<file path="src/rtl/irq_arb_pkg.sv">
package irq_arb_pkg;
  typedef enum logic [1:0] {
    PRIV_USER  = 2'd0,
    PRIV_SUPV  = 2'd1,
    PRIV_RSVD  = 2'd2,
    PRIV_MACH  = 2'd3
  } priv_e;

  // Fixed line positions of the standard groups (decoded by neighbours).
  localparam int SOFT_S_BIT  = 1;
  localparam int SOFT_M_BIT  = 3;
  localparam int TIMER_S_BIT = 5;
  localparam int TIMER_M_BIT = 7;
  localparam int EXT_S_BIT   = 9;
  localparam int EXT_M_BIT   = 11;
endpackage

</file>
<file path="src/rtl/irq_enable_filter.sv">
module irq_enable_filter
  import irq_arb_pkg::*;
#(
  parameter int NIRQ = 16
) (
  input  logic [NIRQ-1:0] pend_i,
  input  logic [NIRQ-1:0] deleg_i,
  input  logic [1:0]      priv_i,
  input  logic            mie_i,
  input  logic            sie_i,
  output logic [NIRQ-1:0] cand_o
);
  priv_e       lvl;
  logic        mach_ok;
  logic        supv_ok;
  logic [NIRQ-1:0] mach_cand;
  logic [NIRQ-1:0] supv_cand;

  assign lvl = priv_e'(priv_i);

  always_comb begin
    mach_ok = (lvl != PRIV_MACH) || mie_i;
    supv_ok = (lvl == PRIV_USER) || ((lvl == PRIV_SUPV) && sie_i);
    mach_cand = mach_ok ? (pend_i & ~deleg_i) : '0;
    supv_cand = supv_ok ? (pend_i & deleg_i) : '0;
    // Machine-level candidates shadow every delegated one.
    cand_o = (|mach_cand) ? mach_cand : supv_cand;
  end
endmodule

</file>
<file path="src/rtl/irq_group_select.sv">
module irq_group_select
  import irq_arb_pkg::*;
#(
  parameter int NIRQ = 16
) (
  input  logic [NIRQ-1:0] cand_i,
  output logic [NIRQ-1:0] grp_o
);
  logic [NIRQ-1:0] custom_m;
  logic [NIRQ-1:0] ext_m;
  logic [NIRQ-1:0] soft_m;
  logic [NIRQ-1:0] timer_m;

  for (genvar b = 0; b < NIRQ; b++) begin : g_mask
    assign custom_m[b] = (b > EXT_M_BIT);
    assign ext_m[b]    = (b == EXT_S_BIT)   || (b == EXT_M_BIT);
    assign soft_m[b]   = (b == SOFT_S_BIT)  || (b == SOFT_M_BIT);
    assign timer_m[b]  = (b == TIMER_S_BIT) || (b == TIMER_M_BIT);
  end

  always_comb begin
    if (|(cand_i & custom_m))     grp_o = cand_i & custom_m;
    else if (|(cand_i & ext_m))   grp_o = cand_i & ext_m;
    else if (|(cand_i & soft_m))  grp_o = cand_i & soft_m;
    else if (|(cand_i & timer_m)) grp_o = cand_i & timer_m;
    else                          grp_o = '0;
  end
endmodule

</file>
<file path="src/rtl/irq_lowbit_find.sv">
module irq_lowbit_find #(
  parameter int NIRQ = 16,
  parameter int IDXW = $clog2(NIRQ)
) (
  input  logic [NIRQ-1:0] vec_i,
  output logic [IDXW-1:0] idx_o,
  output logic            found_o
);
  always_comb begin
    idx_o   = '0;
    found_o = 1'b0;
    for (int b = NIRQ - 1; b >= 0; b--) begin
      if (vec_i[b]) begin
        idx_o   = IDXW'(b);
        found_o = 1'b1;
      end
    end
  end
endmodule

</file>
<file path="src/rtl/irq_priority_arbiter.sv">
module irq_priority_arbiter #(
  parameter int XLEN = 64,
  parameter int NIRQ = 16,
  parameter int DCW  = 3
) (
  input  logic            clk,
  input  logic            rst,
  input  logic            eval_req_i,
  input  logic [NIRQ-1:0] pend_i,
  input  logic [NIRQ-1:0] deleg_i,
  input  logic [1:0]      priv_i,
  input  logic            mie_i,
  input  logic            sie_i,
  input  logic [DCW-1:0]  dbg_cause_i,
  output logic            take_o,
  output logic [XLEN-1:0] cause_o
);
  localparam int IDXW = $clog2(NIRQ);
  localparam int PADW = XLEN - 1 - IDXW;

  logic [NIRQ-1:0] cand;
  logic [NIRQ-1:0] grp;
  logic [IDXW-1:0] win_idx;
  logic            win_found;
  logic            fire;

  irq_enable_filter #(.NIRQ(NIRQ)) u_filter (
    .pend_i  (pend_i),
    .deleg_i (deleg_i),
    .priv_i  (priv_i),
    .mie_i   (mie_i),
    .sie_i   (sie_i),
    .cand_o  (cand)
  );

  irq_group_select #(.NIRQ(NIRQ)) u_group (
    .cand_i (cand),
    .grp_o  (grp)
  );

  irq_lowbit_find #(.NIRQ(NIRQ), .IDXW(IDXW)) u_find (
    .vec_i   (grp),
    .idx_o   (win_idx),
    .found_o (win_found)
  );

  assign fire = eval_req_i && win_found && (dbg_cause_i == '0);

  always_ff @(posedge clk) begin
    if (rst) begin
      take_o  <= 1'b0;
      cause_o <= '0;
    end else begin
      take_o <= fire;
      if (fire) cause_o <= {1'b1, {PADW{1'b0}}, win_idx};
    end
  end

  assert_strobe_needs_request_R2: assert property (@(posedge clk) disable iff (rst)
    take_o |-> $past(eval_req_i));

  assert_machine_gate_R3: assert property (@(posedge clk) disable iff (rst)
    $past(priv_i == 2'd3 && !mie_i) |-> !take_o);

  assert_debug_blocks_R5: assert property (@(posedge clk) disable iff (rst)
    $past(dbg_cause_i != '0) |-> !take_o);

  assert_chosen_was_pending_R7: assert property (@(posedge clk) disable iff (rst)
    take_o |-> |($past(pend_i) & (NIRQ'(1) << cause_o[IDXW-1:0])));

  assert_cause_format_R8: assert property (@(posedge clk) disable iff (rst)
    take_o |-> (cause_o[XLEN-1] && (cause_o[XLEN-2:IDXW] == '0)));

  assert_hold_when_idle_R9: assert property (@(posedge clk) disable iff (rst)
    !take_o |-> $stable(cause_o));
endmodule

</file>
<file path="config.mk">
export PLATFORM = sky130hd
export DESIGN_NAME = irq_priority_arbiter
export DESIGN_NICKNAME = d
export VERILOG_FILES = /design/src/rtl/irq_arb_pkg.sv /design/src/rtl/irq_enable_filter.sv /design/src/rtl/irq_group_select.sv /design/src/rtl/irq_lowbit_find.sv /design/src/rtl/irq_priority_arbiter.sv
export SDC_FILE = /design/constraint.sdc
export NUM_CORES = 1
export LEC_CHECK = 0
export ABC_AREA = 0
export ABC_CLOCK_PERIOD_IN_PS = 1800
export BUFFER_PORTS_ARGS = -buffer_cell sky130_fd_sc_hd__buf_2
export CAP_MARGIN = 20
export CELL_PAD_IN_SITES_DETAIL_PLACEMENT = 1
export CELL_PAD_IN_SITES_GLOBAL_PLACEMENT = 1
export CORE_ASPECT_RATIO = 0.6
export CORE_UTILIZATION = 26
export DETAILED_ROUTE_END_ITERATION = 10
export PLACE_DENSITY_LB_ADDON = 0.1
export SLEW_MARGIN = 20
export SYNTH_ARGS = -nofsm -noshare
export SYNTH_HDL_FRONTEND = slang
export SYNTH_SLANG_ARGS = --single-unit
export TNS_END_PERCENT = 10
</file>
<file path="constraint.sdc">
create_clock -name clk -period 1.8 [get_ports clk]
set_input_delay 0.09 -clock clk [delete_from_list [all_inputs] [get_ports clk]]
set_output_delay 0.09 -clock clk [all_outputs]
set_load 0.03 [all_outputs]
</file>
==> results of run 1 <==
power by group through the flow:
stage | Combinational, mW | Sequential, mW | Clock (mW)
finish | 0.498 | 0.140 | 0.204
global route | 0.535 | 0.140 | 0.222
CTS | 0.476 | 0.140 | 0.214
detailed placement | 0.474 | 0.141 | 0
global placement | 0.475 | 0.142 | 0
floorplan | 0.392 | 0.149 | 0
metrics by stage:
stage / cells / utilization / power [mW] / setup TNS, ns
3_3_place_gp: 320 / 0.358 / 0.617 / -0.472
3_5_place_dp: 320 / 0.358 / 0.616 / -0.413
4_1_cts: 323 / 0.366 / 0.830 / 0
6_report: 326 / 0.378 / 0.842 / 0
5_1_grt: 326 / 0.378 / 0.897 / -0.101
2_1_floorplan: 232 / - / 0.542 / 0
placed cells by master, fill, tap and decap left out, types with 2 or more instances in the layout:
cell type,synthesis,layout
and3_1,3,2
clkbuf_8,0,3
nor2_1,8,8
buf_2,0,47
nand2_1,17,17
o2111ai_2,1,2
inv_1,4,4
a22oi_1,3,3
nand2b_1,5,5
a21oi_1,6,6
o22ai_1,2,2
nand3_1,3,3
nor2b_4,3,3
dfxtp_1,6,6
a311oi_2,0,2
nand3b_1,2,2
o21ai_0,4,3
o32ai_1,2,2
a211oi_1,2,2
conb_1,1,59
nor2b_1,5,5
a32oi_1,4,4
buf_4,59,42
synthesized netlist by cell type, types with 2 or more instances:
cell	number	area [µm²]
o21ai_0	4	20.0
buf_6	2	22.5
and3_1	3	18.8
o32ai_1	2	17.5
nor2_1	8	30.0
o22ai_1	2	12.5
nand2b_1	5	31.3
a211oi_1	2	15.0
nand2_1	17	63.8
nor2b_1	5	31.3
nor2b_4	3	41.3
a32oi_1	4	35.0
inv_1	4	15.0
a22oi_1	3	22.5
a21oi_1	6	30.0
dfxtp_1	6	120
nand3b_1	2	15.0
a311oi_1	3	26.3
nand3_1	3	15.0
buf_4	59	443
area by class of cell:
| cell class | count | area (µm²) | area share |
|---|---|---|---|
| inverter | 4 | 15.0 | 0.00836 |
| sequential | 6 | 120 | 0.0669 |
| timing repair buffer | 89 | 551 | 0.307 |
| clock buffer | 3 | 41.3 | 0.0230 |
| tap | 63 | 78.8 | 0.0439 |
| multi-input combinational | 161 | 990 | 0.551 |
state kept, by name, summed over array words and instances (netlist names):
signal and cells:
cause_o 5, take_o 1
worst max path at each step:
| stage | to | slack [ns] | cells past startpoint |
|---|---|---|---|
| floorplan | cause_o[0] | 0.15 | 8 |
| global placement | cause_o[0] | -0.17 | 9 |
| detailed placement | cause_o[0] | -0.17 | 8 |
| CTS | cause_o[0] | 0.05 | 8 |
| global route | cause_o[2] | -0.06 | 10 |
| finish | cause_o[0] | 0.1 | 10 |
kinds of logic after synthesis:
logic type | after synthesis
compound gates | 41
buf+inv | 65
other cells | 1
flops | 6
simple gates | 61
timing repair:
| action | CTS | global route |
|---|---|---|
| buffers inserted | 0 | 3 |
| endpoints found under the setup margin | 0 | 3 |
| hold endpoints to repair | 0 | 0 |
| resized for setup | 0 | 6 |
| hold buffers | 0 | 0 |
metal layers:
layer	routed length [µm]	part of all wire	track usage
met1	2000	0.51	0.220
met2	1600	0.41	0.207
met3	332	0.084	0.0289
met4	19	0.0048	0.0195
met5	0	0	0
==> impl_metrics.tcl, run 1 <==
set metrics [dict create \
    postLayoutSetupSlackWorst_ns 0.0953 \
    grt_start_max_net_pins 9 \
    syn_to_final_growth_pct 33.9 \
    timing_max_transition_violations_final 0 \
    postSynthCellCount 174 \
    synth-xor-area-share 0 \
    slowest_delay_ns 0.39 \
    critical_path.startpoint "pend_i[14]" \
    internal_uw 457 \
    critPathMaxFanout 6 \
    synth_adder_area_share 0 \
    finalNetCount 307 \
    grt_overflow 0 \
    post_synth_num_cell_types 51 \
    clkTransAtPathRegs_ns 0.04 \
    critPathCaptureType "flip-flop" \
    max-clock-path-buffers 2 \
    grt_pass1_wl_um 6070 \
    crit_type "primary input to flip-flop" \
    reg2reg_depth 2 \
    min_delay_worst_endpoint "cause_o[0]" \
    rr_endpoint "cause_o[2]" \
    simple_logic_cell_fraction_of_the_synthesized_area 0.290 \
    number_of_detailed_route_iterations_in_the_first_pass 4 \
    hold_violations_final 0 \
    antenna_diode_instance_count 0 \
    yosys_register_bits 6 \
    cts.htree.levels 1 \
    maxCapViolations 0 \
    post_drt_wl_per_cell_um 12.1 \
    critical_path.n_buffers_inverters 3 \
    worstSkewPairLatency_ns 0.23 \
    routed-via-count 1389 \
    wirelength_um 3950 \
    p_clk_frac 0.243 \
    pin_count 107 \
    grt.total_usage 0.143 \
    synth.mux.area_fraction 0 \
    port_buffer_cells 47 \
    p_comb_frac 0.592 \
    dpl-instance-area_um2 1700 \
    postSynthAreaPerCell_um2 7.71 \
    placeableCoreArea_um2 4750 \
    synth_top_family_by_area "buffers and inverters" \
    critical_path.top_delay_family "simple AND/OR/NAND/NOR gates" \
    floorplan.rows 19 \
    filler_cell_count 625 \
    ctsRootBufferMaster "clkbuf_8" \
    grt_antenna_before_repair 0 \
    slowest_stage "or3b_1" \
    postSynth.asyncResetShare 0 \
    portion_of_the_post_synthesis_area_used_by_sequential_elements 0.0896 \
    detailedRoute.firstIterationViolations 48 \
    final_wtd_congestion 0.789 \
    status "finished, final reports clean" \
    ant_nets 0 \
    worstPathRequired_ns 1.95 \
    worstReg2RegStart "cause_o[2]" \
    pwr_density_cell_nw_per_um2 469 \
    die_y_um 57.6 \
    seqPwrFrac 0.166 \
    design_area_um2 1800 \
    rrSetupSlack_ns 1.04 \
    syn-cell-area_um2 1340 \
    clock_sinks 6 \
    synth.yosys.warnings 0 \
    layout-drive-gt1-share 0.437 \
    synth-compound-area-share 0.259 \
    setup.worst_path.start_class "primary input" \
    peakVddDrop_uv 433 \
    crit_arrival_ns 1.85 \
    start_util 0.282 \
    final.min_clock_period_ns 1.70 \
    dp_worst_setup_slack_ns -0.174 \
    crit_chain "buf_2 > buf_4 > nand2b_1 > o2111ai_2 > nor2_2 > buf_4 > o2111ai_2 > o211ai_2 > or3b_1 > a211oi_2" \
    power.share.switching 0.457 \
    worst_hold_path_type "primary input to flip-flop" \
    worst_hold_path.num_cells 2 \
    fp.dieArea_um2 5460 \
    final.hold.worst_slack_ns 0.125 \
    grt_pass1_vias 1268 \
    power.leakage_nw 0.932 \
    tritoncts "built" \
    grt_setup_unrepaired "true" \
    total_switching_power_uw 385 \
    setup_viol 0 \
    drcViolationCount 0 \
    post_drt_via_cell_ratio 4.26 \
    die_w_um 94.7 \
    worst_hold_startpoint "rst" \
    detailedPlacementHpwl_um 3370 \
    post_synth_edffs 0 \
    synth_ff_type "dfxtp_1" \
    clock_skew_ns 0 \
    timing_worst_slew_pin_value_ns 0.621 \
    finalCritPeriodShare 0.947 \
    total_clock_buffers_created_by_cts 3 \
    clock.fmax_mhz 587 \
    slew-limit-headroom 0.580 \
]
Note: power is estimated with default switching activity, not from simulation.
==> run 2, diff against run 1 <==
--- a/config.mk
+++ b/config.mk
@@ -5,14 +5,14 @@
 export SDC_FILE = /design/constraint.sdc
 export NUM_CORES = 1
 export LEC_CHECK = 0
-export ABC_AREA = 0
-export ABC_CLOCK_PERIOD_IN_PS = 1800
+export ABC_AREA = 1
+export ABC_CLOCK_PERIOD_IN_PS = 1600
 export BUFFER_PORTS_ARGS = -buffer_cell sky130_fd_sc_hd__buf_2
 export CAP_MARGIN = 20
 export CELL_PAD_IN_SITES_DETAIL_PLACEMENT = 1
 export CELL_PAD_IN_SITES_GLOBAL_PLACEMENT = 1
 export CORE_ASPECT_RATIO = 0.6
-export CORE_UTILIZATION = 26
+export CORE_UTILIZATION = 24
 export DETAILED_ROUTE_END_ITERATION = 10
 export PLACE_DENSITY_LB_ADDON = 0.1
 export SLEW_MARGIN = 20
==> constraint.sdc (replaced) <==
create_clock -name clk -period 1.6 [get_ports clk]
set_input_delay 0.08 -clock clk [delete_from_list [all_inputs] [get_ports clk]]
set_output_delay 0.08 -clock clk [all_outputs]
set_load 0.03 [all_outputs]
==> run 2 against run 1 <==
Wire length decreased by 7.8%. Hold slack improved by 0.098 ns. Critical endpoint is now cause_o[1]. The run now ends with negative setup slack left. Global-route usage decreased by 0.97 points. Highest routed layer is now met3.
==> impl_metrics.tcl, run 2 <==
set metrics [dict create \
    status "finished, violations left" \
    violated_checks "negative setup slack" \
    critical_path.n_buffers_inverters 3 \
    commonest_cells_in_the_netlist "buf_4 (59), nand2_1 (59), nand3_1 (24)" \
    final_core_util 0.388 \
    crit_arrival_ns 1.72 \
    synth.yosys.warnings 0 \
    commonest_non_fill_non_tap_cells_in_the_layout "conb_1 (59), buf_4 (40), buf_2 (36)" \
    finalCritPeriodShare 1.01 \
    setup_viol 1 \
    critPathCaptureType "flip-flop" \
    worst_hold_startpoint "rst" \
    antenna_diode_instance_count 0 \
    yosys_register_bits 6 \
    peakVddDrop_uv 231 \
    postLayoutSetupSlackWorst_ns -0.0103 \
    layout-drive-gt1-share 0.521 \
    critPathMaxFanout 5 \
    grt_setup_unrepaired "true" \
    max-clock-path-buffers 2 \
    finalNetCount 351 \
    ctsRootBufferMaster "clkbuf_8" \
    slowest_stage "nor3_4" \
    final.min_clock_period_ns 1.61 \
    postSynth.asyncResetShare 0 \
    maxCapViolations 0 \
    worstSkewPairLatency_ns 0.22 \
    grt_start_max_net_pins 11 \
    grt_antenna_before_repair 0 \
    dpl-instance-area_um2 1640 \
    post_cts_hold_buffer_count 0 \
    reg_top3 "cause_o (5), take_o (1)" \
    grt.total_usage 0.133 \
    layout_commonest_cell "conb_1" \
    slowest_delay_ns 0.25 \
    postSynthCellCount 215 \
    synthDominantCellAreaShare 0.344 \
    hold_violations_final 0 \
    synth_area_leaders "buf_4 (34%), nand2_1 (17%), dfxtp_1 (9.3%)" \
    register_with_the_highest_flop_count "cause_o" \
    crit_chain "buf_6 > inv_2 > nand2_2 > nand2_2 > nor2_4 > nand2_4 > o21ai_4 > nand2_1 > nand2_2 > nand2_4 > nor3_4 > inv_1 > or2_0 > nand2_1 > o21ai_1" \
    number_of_detailed_route_iterations_in_the_first_pass 3 \
    tritoncts "built" \
    post_drt_via_cell_ratio 3.78 \
    yosys.area.top_type "buf_4" \
    cpMostUsedCell "nand2_2" \
    die_w_um 96.6 \
    wirelength_um 3640 \
    post_drt_wl_per_cell_um 9.76 \
    syn_to_final_growth_pct 54.0 \
    tns_ns -0.0103 \
    syn-cell-area_um2 1290 \
    clock_skew_ns 0 \
    flip_flop_count_of_the_largest_register_all_copies_and_words_added 5 \
    detailedRoute.firstIterationViolations 29 \
    pwr_density_cell_nw_per_um2 507 \
    design_area_um2 1980 \
    placeableCoreArea_um2 5100 \
    post_synth_num_cell_types 23 \
    postSynthAreaPerCell_um2 5.99 \
    power.leakage_nw 1.18 \
    grt_pass1_vias 1264 \
    routed-via-count 1411 \
    portion_of_the_post_synthesis_area_used_by_sequential_elements 0.0933 \
    dp_worst_setup_slack_ns -0.464 \
    crit_type "primary input to flip-flop" \
    ant_nets 0 \
    port_buffer_cells 47 \
    die_y_um 58.7 \
    critical_path.top_delay_family "simple AND/OR/NAND/NOR gates" \
    drcViolationCount 0 \
    final_wtd_congestion 0.751 \
    critical_path.startpoint "deleg_i[9]" \
    final.hold.worst_slack_ns 0.223 \
    detailedPlacementHpwl_um 3110 \
    fp.dieArea_um2 5670 \
    clkTransAtPathRegs_ns 0.03 \
    start_util 0.252 \
    setup.worst_path.start_class "primary input" \
    grt_overflow 0 \
    synth_ff_type "dfxtp_1" \
    worstReg2RegStart "cause_o[0]" \
    worst_hold_path_type "primary input to flip-flop" \
    clock_sinks 6 \
    clock.fmax_mhz 621 \
    total_clock_buffers_created_by_cts 3 \
    cts.htree.levels 1 \
    timing_max_transition_violations_final 0 \
    worstPathRequired_ns 1.71 \
    post_synth_edffs 0 \
    grt_pass1_wl_um 5900 \
    floorplan.rows 20 \
    pin_count 107 \
]
[run 2: cell count changes in the layout (fill, tap and decap cells not counted), moves of 10 or more]
cell     before  now
buf_2        47   36
buf_6         0   12
inv_1         4   14
inv_2         0   11
nand2_1      17   32
nand2_2       0   29
nand3_1       3   19
[run 2: cell type report]
class | count | area [µm²]
fillers | 727 | 3120
multi-input cells | 184 | 1010
repair buffers | 89 | 636
flip-flops and latches | 6 | 120
inverters | 25 | 93.8
well taps | 66 | 82.6
clock buffers | 3 | 41.3
[run 2: routing by layer]
metal / vias to the layer above / global-route usage / wire length [µm]
li1: 738 / - / -
met1: 620 / 0.209 / 1940
met2: 53 / 0.198 / 1510
met3: 0 / 0.0194 / 196
met4: 0 / 0.00630 / 0
met5: - / 0 / 0
[run 2: worst paths after layout]
path / end / slack (ns) / cells past startpoint
max reg2reg: cause_o[0] / 1.05 / 2
min: cause_o[63] / 0.22 / 4
max: cause_o[1] / -0.01 / 15
min reg2reg: cause_o[63] / 0.45 / 2
[run 2: worst min-delay path: stages]
cell and delay, ns:
buf_2 0.08, inv_1 0.11, nand2_1 0.08, nand2_1 0.04
[run 2: kinds of logic after synthesis]
| kind of cell | count (synthesis) | share of synthesized area |
|---|---|---|
| AOI/OAI and AO/OA | 10 | 0.0651 |
| buffers and inverters | 84 | 0.417 |
| DFF | 6 | 0.0933 |
| and+or+nand+nor | 114 | 0.422 |
| other | 1 | 0.00291 |
[run 2: repair_timing]
action	CTS	global route
pin swaps	27	26
gates resized for setup	32	36
cloned	1	0
endpoints found under the setup margin	6	6
setup buffers	7	2
[run 2: stage by stage]
step	power (mW)	instances
floorplan	0.628	273
global placement	0.688	360
detailed placement	0.693	360
CTS	0.974	371
global route	1.08	373
finish	1.00	373
[run 2: power breakdown]
| group | leakage [nW] | switching, mW | internal [mW] |
|---|---|---|---|
| registers | 0.0486 | 0.00184 | 0.155 |
| logic | 1.11 | 0.407 | 0.218 |
| clock network | 0.0216 | 0.0612 | 0.161 |
| total | 1.18 | 0.470 | 0.534 |
